==> src/rtl/snoop_csr_pkg.sv <==
package snoop_csr_pkg;

  localparam int CSR_DW = 32;
  localparam int CSR_AW = 8;

  // Offsets the decoder recognises
  localparam logic [CSR_AW-1:0] OFS_ENABLE  = 8'h00;
  localparam logic [CSR_AW-1:0] OFS_CLUSTER = 8'h04;
  localparam logic [CSR_AW-1:0] OFS_PSTATE  = 8'h08; // through 0x0B

  typedef enum logic [1:0] {
    SEL_NONE    = 2'd0,
    SEL_ENABLE  = 2'd1,
    SEL_CLUSTER = 2'd2,
    SEL_PSTATE  = 2'd3
  } csr_sel_e;

  // Byte count to unshifted lane mask; zero for unsupported sizes
  function automatic logic [CSR_DW-1:0] size_to_mask(input logic [2:0] nbytes);
    case (nbytes)
      3'd1:    size_to_mask = 32'h0000_00FF;
      3'd2:    size_to_mask = 32'h0000_FFFF;
      3'd4:    size_to_mask = 32'hFFFF_FFFF;
      default: size_to_mask = '0;
    endcase
  endfunction

endpackage

==> src/rtl/snoop_csr_decode.sv <==
module snoop_csr_decode
  import snoop_csr_pkg::*;
#(
  parameter int AW = CSR_AW,
  parameter int DW = CSR_DW
) (
  input  logic [AW-1:0] addr,
  input  logic [2:0]    nbytes,
  output csr_sel_e      sel,
  output logic [1:0]    lane,
  output logic          size_ok,
  output logic [DW-1:0] lane_mask
);
  logic [DW-1:0] base_mask;

  always_comb begin
    lane = addr[1:0];
    if (addr == OFS_ENABLE)
      sel = SEL_ENABLE;
    else if (addr == OFS_CLUSTER)
      sel = SEL_CLUSTER;
    else if (addr[AW-1:2] == OFS_PSTATE[AW-1:2])
      sel = SEL_PSTATE;
    else
      sel = SEL_NONE;
  end

  assign base_mask = size_to_mask(nbytes);
  assign size_ok   = |base_mask;
  // shift by whole bytes; bits beyond the word top are dropped
  assign lane_mask = base_mask << {lane, 3'b000};
endmodule

==> src/rtl/snoop_csr_pstate.sv <==
module snoop_csr_pstate
  import snoop_csr_pkg::*;
#(
  parameter int DW = CSR_DW
) (
  input  logic          clk,
  input  logic          we,
  input  logic [1:0]    lane,
  input  logic [DW-1:0] lane_mask,
  input  logic [DW-1:0] wdata,
  output logic [DW-1:0] word
);
  localparam int NBYTE = DW / 8;

  logic [DW-1:0] wdata_sh;
  assign wdata_sh = wdata << {lane, 3'b000};

  // Power-up value only; reset deliberately does not reach this word
  logic [DW-1:0] word_q = '0;

  for (genvar b = 0; b < NBYTE; b++) begin : g_byte
    always_ff @(posedge clk) begin
      if (we && lane_mask[8*b])
        word_q[8*b +: 8] <= wdata_sh[8*b +: 8];
    end
  end

  assign word = word_q;
endmodule

==> src/rtl/snoop_csr_rdmux.sv <==
module snoop_csr_rdmux
  import snoop_csr_pkg::*;
#(
  parameter int DW = CSR_DW
) (
  input  csr_sel_e      sel,
  input  logic [1:0]    lane,
  input  logic          enable,
  input  logic [DW-1:0] cluster,
  input  logic [DW-1:0] pstate,
  output logic [DW-1:0] data
);
  always_comb begin
    case (sel)
      SEL_ENABLE:  data = {{(DW-1){1'b0}}, enable};
      SEL_CLUSTER: data = cluster;
      SEL_PSTATE:  data = pstate >> {lane, 3'b000};
      default:     data = '0;
    endcase
  end
endmodule

==> src/rtl/snoop_csr.sv <==
module snoop_csr
  import snoop_csr_pkg::*;
#(
  parameter int NUM_CORES = 1
) (
  input  logic              clk,
  input  logic              rst,
  input  logic              bus_rd,
  input  logic              bus_wr,
  input  logic [CSR_AW-1:0] bus_addr,
  input  logic [2:0]        bus_size,
  input  logic [CSR_DW-1:0] bus_wdata,
  output logic [CSR_DW-1:0] bus_rdata
);
  localparam logic [3:0] CORE_ONES = 4'((1 << NUM_CORES) - 1);
  localparam logic [3:0] CORE_LAST = 4'(NUM_CORES - 1);
  localparam logic [CSR_DW-1:0] CLUSTER_WORD = {{(CSR_DW-8){1'b0}}, CORE_ONES, CORE_LAST};

  csr_sel_e          sel;
  logic [1:0]        lane;
  logic              size_ok;
  logic [CSR_DW-1:0] lane_mask;
  logic              enable_q;
  logic [CSR_DW-1:0] pstate_word;
  logic [CSR_DW-1:0] rd_mux;
  logic              wr_ok;

  snoop_csr_decode #(.AW(CSR_AW), .DW(CSR_DW)) u_dec (
    .addr(bus_addr), .nbytes(bus_size), .sel(sel), .lane(lane),
    .size_ok(size_ok), .lane_mask(lane_mask)
  );

  assign wr_ok = bus_wr && size_ok;

  always_ff @(posedge clk) begin
    if (rst)
      enable_q <= 1'b0;
    else if (wr_ok && sel == SEL_ENABLE)
      enable_q <= bus_wdata[0];
  end

  snoop_csr_pstate #(.DW(CSR_DW)) u_pst (
    .clk(clk), .we(wr_ok && sel == SEL_PSTATE), .lane(lane),
    .lane_mask(lane_mask), .wdata(bus_wdata), .word(pstate_word)
  );

  snoop_csr_rdmux #(.DW(CSR_DW)) u_rmux (
    .sel(sel), .lane(lane), .enable(enable_q), .cluster(CLUSTER_WORD),
    .pstate(pstate_word), .data(rd_mux)
  );

  always_ff @(posedge clk) begin
    if (rst)
      bus_rdata <= '0;
    else if (bus_rd)
      bus_rdata <= rd_mux;
  end
endmodule

==> config.mk <==
export PLATFORM = sky130hd
export DESIGN_NAME = snoop_csr
export DESIGN_NICKNAME = d
export VERILOG_FILES = /design/src/rtl/snoop_csr_pkg.sv /design/src/rtl/snoop_csr_decode.sv /design/src/rtl/snoop_csr_pstate.sv /design/src/rtl/snoop_csr_rdmux.sv /design/src/rtl/snoop_csr.sv
export SDC_FILE = /design/constraint.sdc
export NUM_CORES = 1
export LEC_CHECK = 0
export ABC_AREA = 1
export BUFFER_PORTS_ARGS = -buffer_cell sky130_fd_sc_hd__buf_4
export CAP_MARGIN = 5
export CORE_MARGIN = 1.5
export CORE_UTILIZATION = 52
export DETAILED_ROUTE_END_ITERATION = 10
export PLACE_DENSITY = 0.77
export SKIP_CTS_REPAIR_TIMING = 1
export SLEW_MARGIN = 10
export SYNTH_ARGS = -nofsm -noshare
export SYNTH_HDL_FRONTEND = slang
export SYNTH_SLANG_ARGS = --single-unit
==> constraint.sdc <==
create_clock -name clk -period 3.5 [get_ports clk]
set_input_delay 0.175 -clock clk [delete_from_list [all_inputs] [get_ports clk]]
set_output_delay 0.175 -clock clk [all_outputs]
set_load 0.05 [all_outputs]
Yosys cells after proc, flatten, opt, wreduce, memory -nomap -nowiden --
Cells that the tools add are included.
Word-level totals: register bits 65, output and inout port bits 32, word-level logic and storage cells 31
Operators by class: eq/ne operators 8, shifts and indexed selects 3, muxes and demuxes 5, reductions and logical operators 9
Operators with widths (number):
- $pmux 32 s3 | 2
- $reduce_or 32->1 | 1
- $shl 32x5->25 | 1
- $shl 32x5->32 | 1
- $shr 32x5->32 | 1
- $eq 8x3->1 const B | 1
- $logic_not 8->1 | 1
- $logic_and 1x1->1 | 7
- $eq 6x2->1 const B | 1
- $mux 2 | 3
- $eq 2x2->1 const B | 2
- $eq 3x1->1 const B | 1
- $eq 3x2->1 const B | 1
- $eq 3x3->1 const B | 1
- $eq 2x1->1 const B | 1

Longest topological paths before layout --
Gate-level depths: netlist of the first run.
depth after elaboration 7, gate-level depth with buffers 9, gate-level depth less buffers 8

By module --
Synthesis of the first run repeated with hierarchy kept, for this count alone.
Unflattened totals: cell total of the unflattened synthesis 594, area, all modules 4130.2 um^2
By module, submodules not included:
- snoop_csr_pstate | instances 1, cells an instance 206, area an instance 1739.2 um^2, sequential area each 960.9 um^2
- snoop_csr | instances 1, cells an instance 153, area an instance 1191.1 um^2, sequential area each 660.6 um^2
- snoop_csr_rdmux | instances 1, cells an instance 175, area an instance 835.8 um^2, sequential area each 0.0 um^2
- snoop_csr_decode | instances 1, cells an instance 60, area an instance 364.1 um^2, sequential area each 0.0 um^2

Least setup slack after synthesis of the first run --
OpenSTA, ideal clock, no wires.
path kind input-to-reg, from input port bus_addr[5], to register u_pst.word_q[10] (netlist: u_pst.word[10]), enable pin, setup time 0.370 ns, data arrival time 1.184 ns, data required time 3.130 ns, slack 1.945 ns, stages 7, path buffers 0, path through nor2_2 nand2_2 nor2_8 inv_1 nor2_1 nand2_1 nor2_1
On the way: cells in the longest elaborated chain, start to end 7, elaborated cells on any way between the ends 9, those cells by class eq/ne (3); mux (3); reduce/logical (3)
Ends and longest elaborated chain:
- start, declared | line snoop_csr.sv:10 | input logic [CSR_AW-1:0] bus_addr,
- $eq 6x2->1 | line snoop_csr_decode.sv:22 | else if (addr[AW-1:2] == OFS_PSTATE[AW-1:2])
- $mux 2 | line snoop_csr_decode.sv:22
- $mux 2 | line snoop_csr_decode.sv:20 | else if (addr == OFS_CLUSTER)
- $mux 2 (*) | line snoop_csr_decode.sv:18 | if (addr == OFS_ENABLE)
- $eq 2x2->1 (*) | line snoop_csr.sv:43 | .clk(clk), .we(wr_ok && sel == SEL_PSTATE), .lane(lane),
- $logic_and 1x1->1 (*) | line snoop_csr.sv:43
- $logic_and 1x1->1 (*) | line snoop_csr_pstate.sv:23 | if (we && lane_mask[8*b])
- end signal, assigned by index | line snoop_csr_pstate.sv:24 | word_q[8*b +: 8] <= wdata_sh[8*b +: 8];
- end, declared | line snoop_csr_pstate.sv:19 | logic [DW-1:0] word_q = '0;
Every way passes the cells marked *; elsewhere a longest branch is shown, timed or not. A chain may end at the register's enable or synchronous reset.

Worst setup path in the final report of the first run --
from input port bus_addr[1], to register u_pst.word_q[18] (netlist: u_pst.word[18]), enable pin
On the way: cells in the longest elaborated chain, start to end 6, elaborated cells on any way between the ends 8, those cells by class eq/ne (2); shift (1); mux (2); reduce/logical (3)
Ends and longest elaborated chain (line):
- $eq 8x3->1 | snoop_csr_decode.sv:20
- $mux 2 | snoop_csr_decode.sv:20
- $mux 2 | snoop_csr_decode.sv:18
- $eq 2x2->1 | snoop_csr.sv:43
- $logic_and 1x1->1 | snoop_csr.sv:43
- $logic_and 1x1->1 (*) | snoop_csr_pstate.sv:23
Marks and branches as above.

==> impl_metrics.env, run 1 <==
export IMPL_viasPerCell=5.18
export IMPL_wire_per_inst_um=12.9
export IMPL_yosysMostFrequentCell="nand2_1"
export IMPL_ir_worst_vdd_v=0.000252
export IMPL_initial_core_util_pct=54.4
export IMPL_gp_congestion=0.821
export IMPL_tns_ns=0
export IMPL_finalWirelength_um=7690
export IMPL_r2r_end="bus_rdata[8]"
export IMPL_cpMostUsedCell="nand2_1"
export IMPL_r2r_worst_path_cells=6
export IMPL_clk_pin_slew_ns=0.07
export IMPL_netlist_instances=453
export IMPL_cp_arrival_ns=1.81
export IMPL_path_max_fanout=66
export IMPL_synth_edf_count=32
export IMPL_dp_hpwl_um=5570
export IMPL_syn_area_um2=3470
export IMPL_holdPathEnd="enable_q"
export IMPL_slowest_delay_ns=0.56
export IMPL_r2r_slack_ns=2.40
export IMPL_grtUsageTotal_pct=22.2
export IMPL_cts_buffer_depth=2
export IMPL_crit_path_start="bus_addr[1]"
export IMPL_synth_distinct_cells=29
export IMPL_synthFlopType="dfxtp_1"
export IMPL_synth_seq_cells=65
export IMPL_clock_skew_ns=0.0111
export IMPL_powerDensity_nw_per_um2=387
export IMPL_cts_tree="done"
export IMPL_grt_setup_unrepaired="false"
export IMPL_numCtsBuffers=9
export IMPL_cts_max_level=3
export IMPL_cts_root_buf="clkbuf_8"
export IMPL_synth_area_leaders="edfxtp_1, dfxtp_1, nand2_1, nor2_1, a21oi_1"
export IMPL_p_leak_nw=1.74
export IMPL_synth_area_per_cell_um2=7.67
export IMPL_dr_pass1_iters=4
export IMPL_area_growth_synth_to_final_pct=20.4
export IMPL_drt_antenna_violating_nets=0
export IMPL_syn_nets=500
export IMPL_critical_path_top_delay_family="simple AND/OR/NAND/NOR gates"
export IMPL_via_count=3076
export IMPL_drc=0
export IMPL_die_h_um=84.7
export IMPL_yosysSeqAreaShare_pct=46.7
export IMPL_layout_drive_gt1_share_pct=23.8
export IMPL_drt_iter0_drc=240
export IMPL_pin_count=79
export IMPL_status="complete, no violations"
export IMPL_synth_commonest_cells="nand2_1, nor2_1, inv_1, dfxtp_1, edfxtp_1"
export IMPL_path_class="primary input to flop"
export IMPL_required_ns=3.47
export IMPL_worstSetupStartpointType="primary input"
export IMPL_diodes=0
export IMPL_worst_path_buf_inv=2
export IMPL_cp_depth=6
export IMPL_ys_warn_count=0
export IMPL_hold_violations=0
export IMPL_cp_end_kind="flop"
export IMPL_die_w_um=84.7
export IMPL_gr_total_overflow=0
export IMPL_die_area_um2=7180
export IMPL_period_share_pct=52.5
export IMPL_antenna_found_initial=0
export IMPL_r2r_start="u_pst.word[16]"
export IMPL_maxSlewViolCount=0
export IMPL_yosys_area_top_type="edfxtp_1"
export IMPL_worstMarginPinSlew_ns=0.899
export IMPL_min_path_type="primary input to flop"
export IMPL_num_rows=29
export IMPL_grt_max_degree=83
export IMPL_stdcell_count=594
export IMPL_max_cap_viol_count=0
export IMPL_min_delay_start="bus_wr"
export IMPL_grt_pass1_vias=2685
export IMPL_post_place_cells=578
export IMPL_clk_latency_ns=0.35
export IMPL_grt_pass1_wl_um=12600
export IMPL_synthArstFlopShare_pct=0
export IMPL_hold_depth=4
export IMPL_port_buffers=78
export IMPL_nNetsFinal=559
export IMPL_fmax_ghz=0.544
export IMPL_relSlewSlack_pct=40.0
export IMPL_core_um2=6390
export IMPL_crit_slowest_cell="nor2_1"
export IMPL_period_needed_ns=1.84
export IMPL_clkSinkCount=65
export IMPL_yosys_area_top_type_share_pct=27.7
export IMPL_setup_viol=0
export IMPL_cp_cell_sequence="buf_4, inv_2, nand2_1, o21bai_1, nand2_1, nor2_1"
cell type report:
class | instances | area [um^2]
clock buffers | 13 | 159
well taps | 77 | 96.3
fillers | 548 | 2200
clock inverters | 3 | 40.0
flip-flops and latches | 65 | 1620
multi-input cells | 319 | 1520
inverters | 38 | 148
repair buffers | 79 | 593
kinds of logic (layout without fill, tap and decap cells):
family                 after synthesis  in the layout  synth area share [%]
AOI/OAI and AO/OA                   91             91                  15.7
DFF                                 65             65                  46.7
and+or+nand+nor                    228            228                  28.2
buffers and inverters               69            133                  9.44
layout by cell type (no fill, tap or decap):
cell type and n:
clkinv_4 1, clkinv_2 2, clkbuf_1 2, bufinv_16 1
nor2_8 1, nand2_2 11, nand2_4 1, buf_4 79
nor2_1 58, nand3_1 20, nand2_1 116, edfxtp_1 32
a21oi_1 30, a21oi_2 10, clkbuf_8 11, nor2_2 4
o32ai_1 8, a22oi_1 8, nand4_1 7, o21bai_1 1
dfxtp_1 33, inv_2 2, inv_1 35, nand3b_1 2
o21ai_0 30, and2_1 1, nor3_1 7, o21ai_1 4
state kept, by name, indices dropped and copies added, names as in the netlist:
name,cells
bus_rdata,32
enable_q,1
u_pst.word,32
stage by stage:
step           utilization [%]  instance area (um^2)  total power, mW  hold slack, ns  worst slack (ns)
6_report                  65.5                  4180             1.62           0.149              1.66
5_1_grt                   65.5                  4180             1.68           0.158              1.47
4_1_cts                   65.5                  4180             1.63           0.140              1.67
3_5_place_dp              62.4                  3980            0.995           0.458              1.30
3_3_place_gp              62.4                  3980            0.990           0.453              1.41
2_1_floorplan                -                  3470            0.936           0.380              1.95
worst max path at each step:
stage | endpoint | slack (ns)
floorplan | u_pst.word[10] | 1.95
global placement | u_pst.word[21] | 1.41
detailed placement | u_pst.word[22] | 1.30
CTS | u_pst.word[18] | 1.67
global route | u_pst.word[18] | 1.47
finish | u_pst.word[18] | 1.66
per-layer routing:
layer | track usage, % | vias up | routed length [um]
met4 | 9.38 | 0 | 128
met3 | 4.62 | 11 | 528
li1 | - | 1606 | -
met2 | 33.2 | 107 | 3370
met5 | 0 | - | 0
met1 | 31.3 | 1352 | 3670
worst reg2reg max path, delay by kind of cell, from the launching register on:
family | cells | cell delay, ns
buffers and inverters | 1 | 0.06
DFF | 1 | 0.38
AOI/OAI and AO/OA | 3 | 0.45
and+or+nand+nor | 2 | 0.15
report_power, final:
part	total (mW)	switching, mW	internal, mW
Sequential	0.801	0.000598	0.800
Combinational	0.179	0.110	0.0690
Clock	0.640	0.274	0.366
Total	1.62	0.385	1.24
Note: power is estimated with default switching activity, not from simulation.
==> run 2, diff against run 1 <==
==> constraint.sdc (replaced) <==
create_clock -name clk -period 1.8 [get_ports clk]
set_input_delay 0.09 -clock clk [delete_from_list [all_inputs] [get_ports clk]]
set_output_delay 0.09 -clock clk [all_outputs]
set_load 0.05 [all_outputs]
==> run 2 against run 1 <==
Compared with the run above: total power rose by 88%; setup slack got worse by 1.1 ns; core utilization rose by 0.90 points; hold slack got worse by 0.065 ns; highest routed layer unchanged; critical endpoint unchanged; critical path type unchanged; first-iteration DRC count rose by 0.42%; sequential share of layout area fell by 0.53 points; critical path depth rose by 2.
==> impl_metrics.env, run 2 (same netlist as run 1, synthesis figures left out) <==
export IMPL_status="complete, no violations"
export IMPL_dp_hpwl_um=5690
export IMPL_gr_total_overflow=0
export IMPL_period_share_pct=66.3
export IMPL_die_w_um=84.7
export IMPL_crit_slowest_cell="nor2_1"
export IMPL_tns_ns=0
export IMPL_ir_worst_vdd_v=0.000521
export IMPL_worst_path_buf_inv=2
export IMPL_diodes=0
export IMPL_layout_common_cells="nand2_1, buf_4, nor2_1, inv_1, dfxtp_1"
export IMPL_num_rows=29
export IMPL_die_area_um2=7180
export IMPL_cp_cell_sequence="buf_4, nand3b_1, nand3_1, nand2_1, nor2_1, nand2_1, nor2_1, buf_4"
export IMPL_power_internal_mw=2.32
export IMPL_via_count=3102
export IMPL_fmax_ghz=0.838
export IMPL_setup_viol=0
export IMPL_dr_pass1_iters=5
export IMPL_hold_worst_slack_ns=0.0832
export IMPL_max_cap_viol_count=0
export IMPL_path_max_fanout=8
export IMPL_drc=0
export IMPL_p_seq_share_pct=51.2
export IMPL_path_class="primary input to flop"
export IMPL_wire_per_inst_um=12.9
export IMPL_gp_congestion=0.868
export IMPL_drt_iter0_drc=241
export IMPL_power_share_switching_pct=23.8
export IMPL_grtUsageTotal_pct=22.6
export IMPL_grt_max_degree=82
export IMPL_grt_setup_unrepaired="false"
export IMPL_area_growth_synth_to_final_pct=22.0
export IMPL_cts_buffer_depth=2
export IMPL_finalWirelength_um=7750
export IMPL_maxSlewViolCount=0
export IMPL_viasPerCell=5.14
export IMPL_required_ns=1.84
export IMPL_period_needed_ns=1.19
export IMPL_clkPwrFrac_pct=36.9
export IMPL_clk_pin_slew_ns=0.06
export IMPL_clk_latency_ns=0.34
export IMPL_powerDensity_nw_per_um2=717
export IMPL_worstSetupStartpointType="primary input"
export IMPL_numCtsBuffers=9
export IMPL_critical_path_top_delay_family="simple AND/OR/NAND/NOR gates"
export IMPL_grt_pass1_vias=2800
export IMPL_worstMarginPinSlew_ns=0.393
export IMPL_cts_tree="done"
export IMPL_layout_commonest_cell="nand2_1"
export IMPL_slowest_delay_ns=0.21
export IMPL_power_switching_uw=725
export IMPL_clkSinkCount=65
export IMPL_min_path_type="primary input to flop"
export IMPL_cts_max_level=3
export IMPL_relSlewSlack_pct=73.8
export IMPL_grt_pass1_wl_um=13000
export IMPL_pin_count=79
export IMPL_cp_end_kind="flop"
export IMPL_core_um2=6390
export IMPL_die_h_um=84.7
export IMPL_clock_skew_ns=0.00499
export IMPL_drt_antenna_violating_nets=0
export IMPL_utilization_pct=66.4
export IMPL_antenna_found_initial=0
export IMPL_port_buffers=78
export IMPL_cp_arrival_ns=1.24
export IMPL_cts_root_buf="clkbuf_8"
export IMPL_p_leak_nw=1.78
export IMPL_nNetsFinal=568
export IMPL_pwr_share_comb_pct=11.9
export IMPL_initial_core_util_pct=54.4
export IMPL_layout_drive_gt1_share_pct=24.3
export IMPL_hold_violations=0
## run 2: layout make-up
class                   count  area [um^2]
fillers                   558         2150
flip-flops and latches     65         1620
multi-input cells         319         1520
repair buffers             88          673
inverters                  38          148
clock buffers              10          128
well taps                  77         96.3
clock inverters             6         48.8
## run 2: power groups by stage
| stage | Clock (mW) | Sequential, mW | Combinational [mW] |
|---|---|---|---|
| 2_1_floorplan | 0 | 1.59 | 0.225 |
| 3_3_place_gp | 0 | 1.59 | 0.348 |
| 3_5_place_dp | 0 | 1.59 | 0.357 |
| 4_1_cts | 1.14 | 1.56 | 0.359 |
| 5_1_grt | 1.21 | 1.56 | 0.403 |
| 6_report | 1.12 | 1.56 | 0.361 |
## run 2: layer usage
layer | track usage, % | vias up | part of all wire (%)
met5 | 0 | - | 0
met4 | 8.50 | 0 | 1.7
met3 | 3.93 | 14 | 6.1
met2 | 34.1 | 108 | 43
met1 | 32.7 | 1354 | 49
li1 | - | 1626 | -
## run 2: final timing paths
path              cells after the start            from             end  slack, ns
hold / removal                        3    bus_wdata[5]   u_pst.word[5]       0.08
setup reg to reg                      6  u_pst.word[20]    bus_rdata[4]       0.71
hold reg to reg                       2   bus_rdata[12]   bus_rdata[12]       0.46
setup / recovery                      8     bus_size[0]  u_pst.word[18]       0.61
## run 2: worst reg2reg max path: cells and delay by family, from the launching register on
kind            cells  cell delay (ns)
flops               1             0.42
simple gates        5             0.31
compound gates      1             0.23
## run 2: stage by stage
step                total power, mW  cell area, um^2  instances  setup slack, ns
global placement               1.94             4060        587            0.413
CTS                            3.06             4240        603            0.629
finish                         3.04             4240        603            0.607
detailed placement             1.95             4060        587            0.305
global route                   3.17             4240        603            0.560
floorplan                      1.82             3470        453            0.330
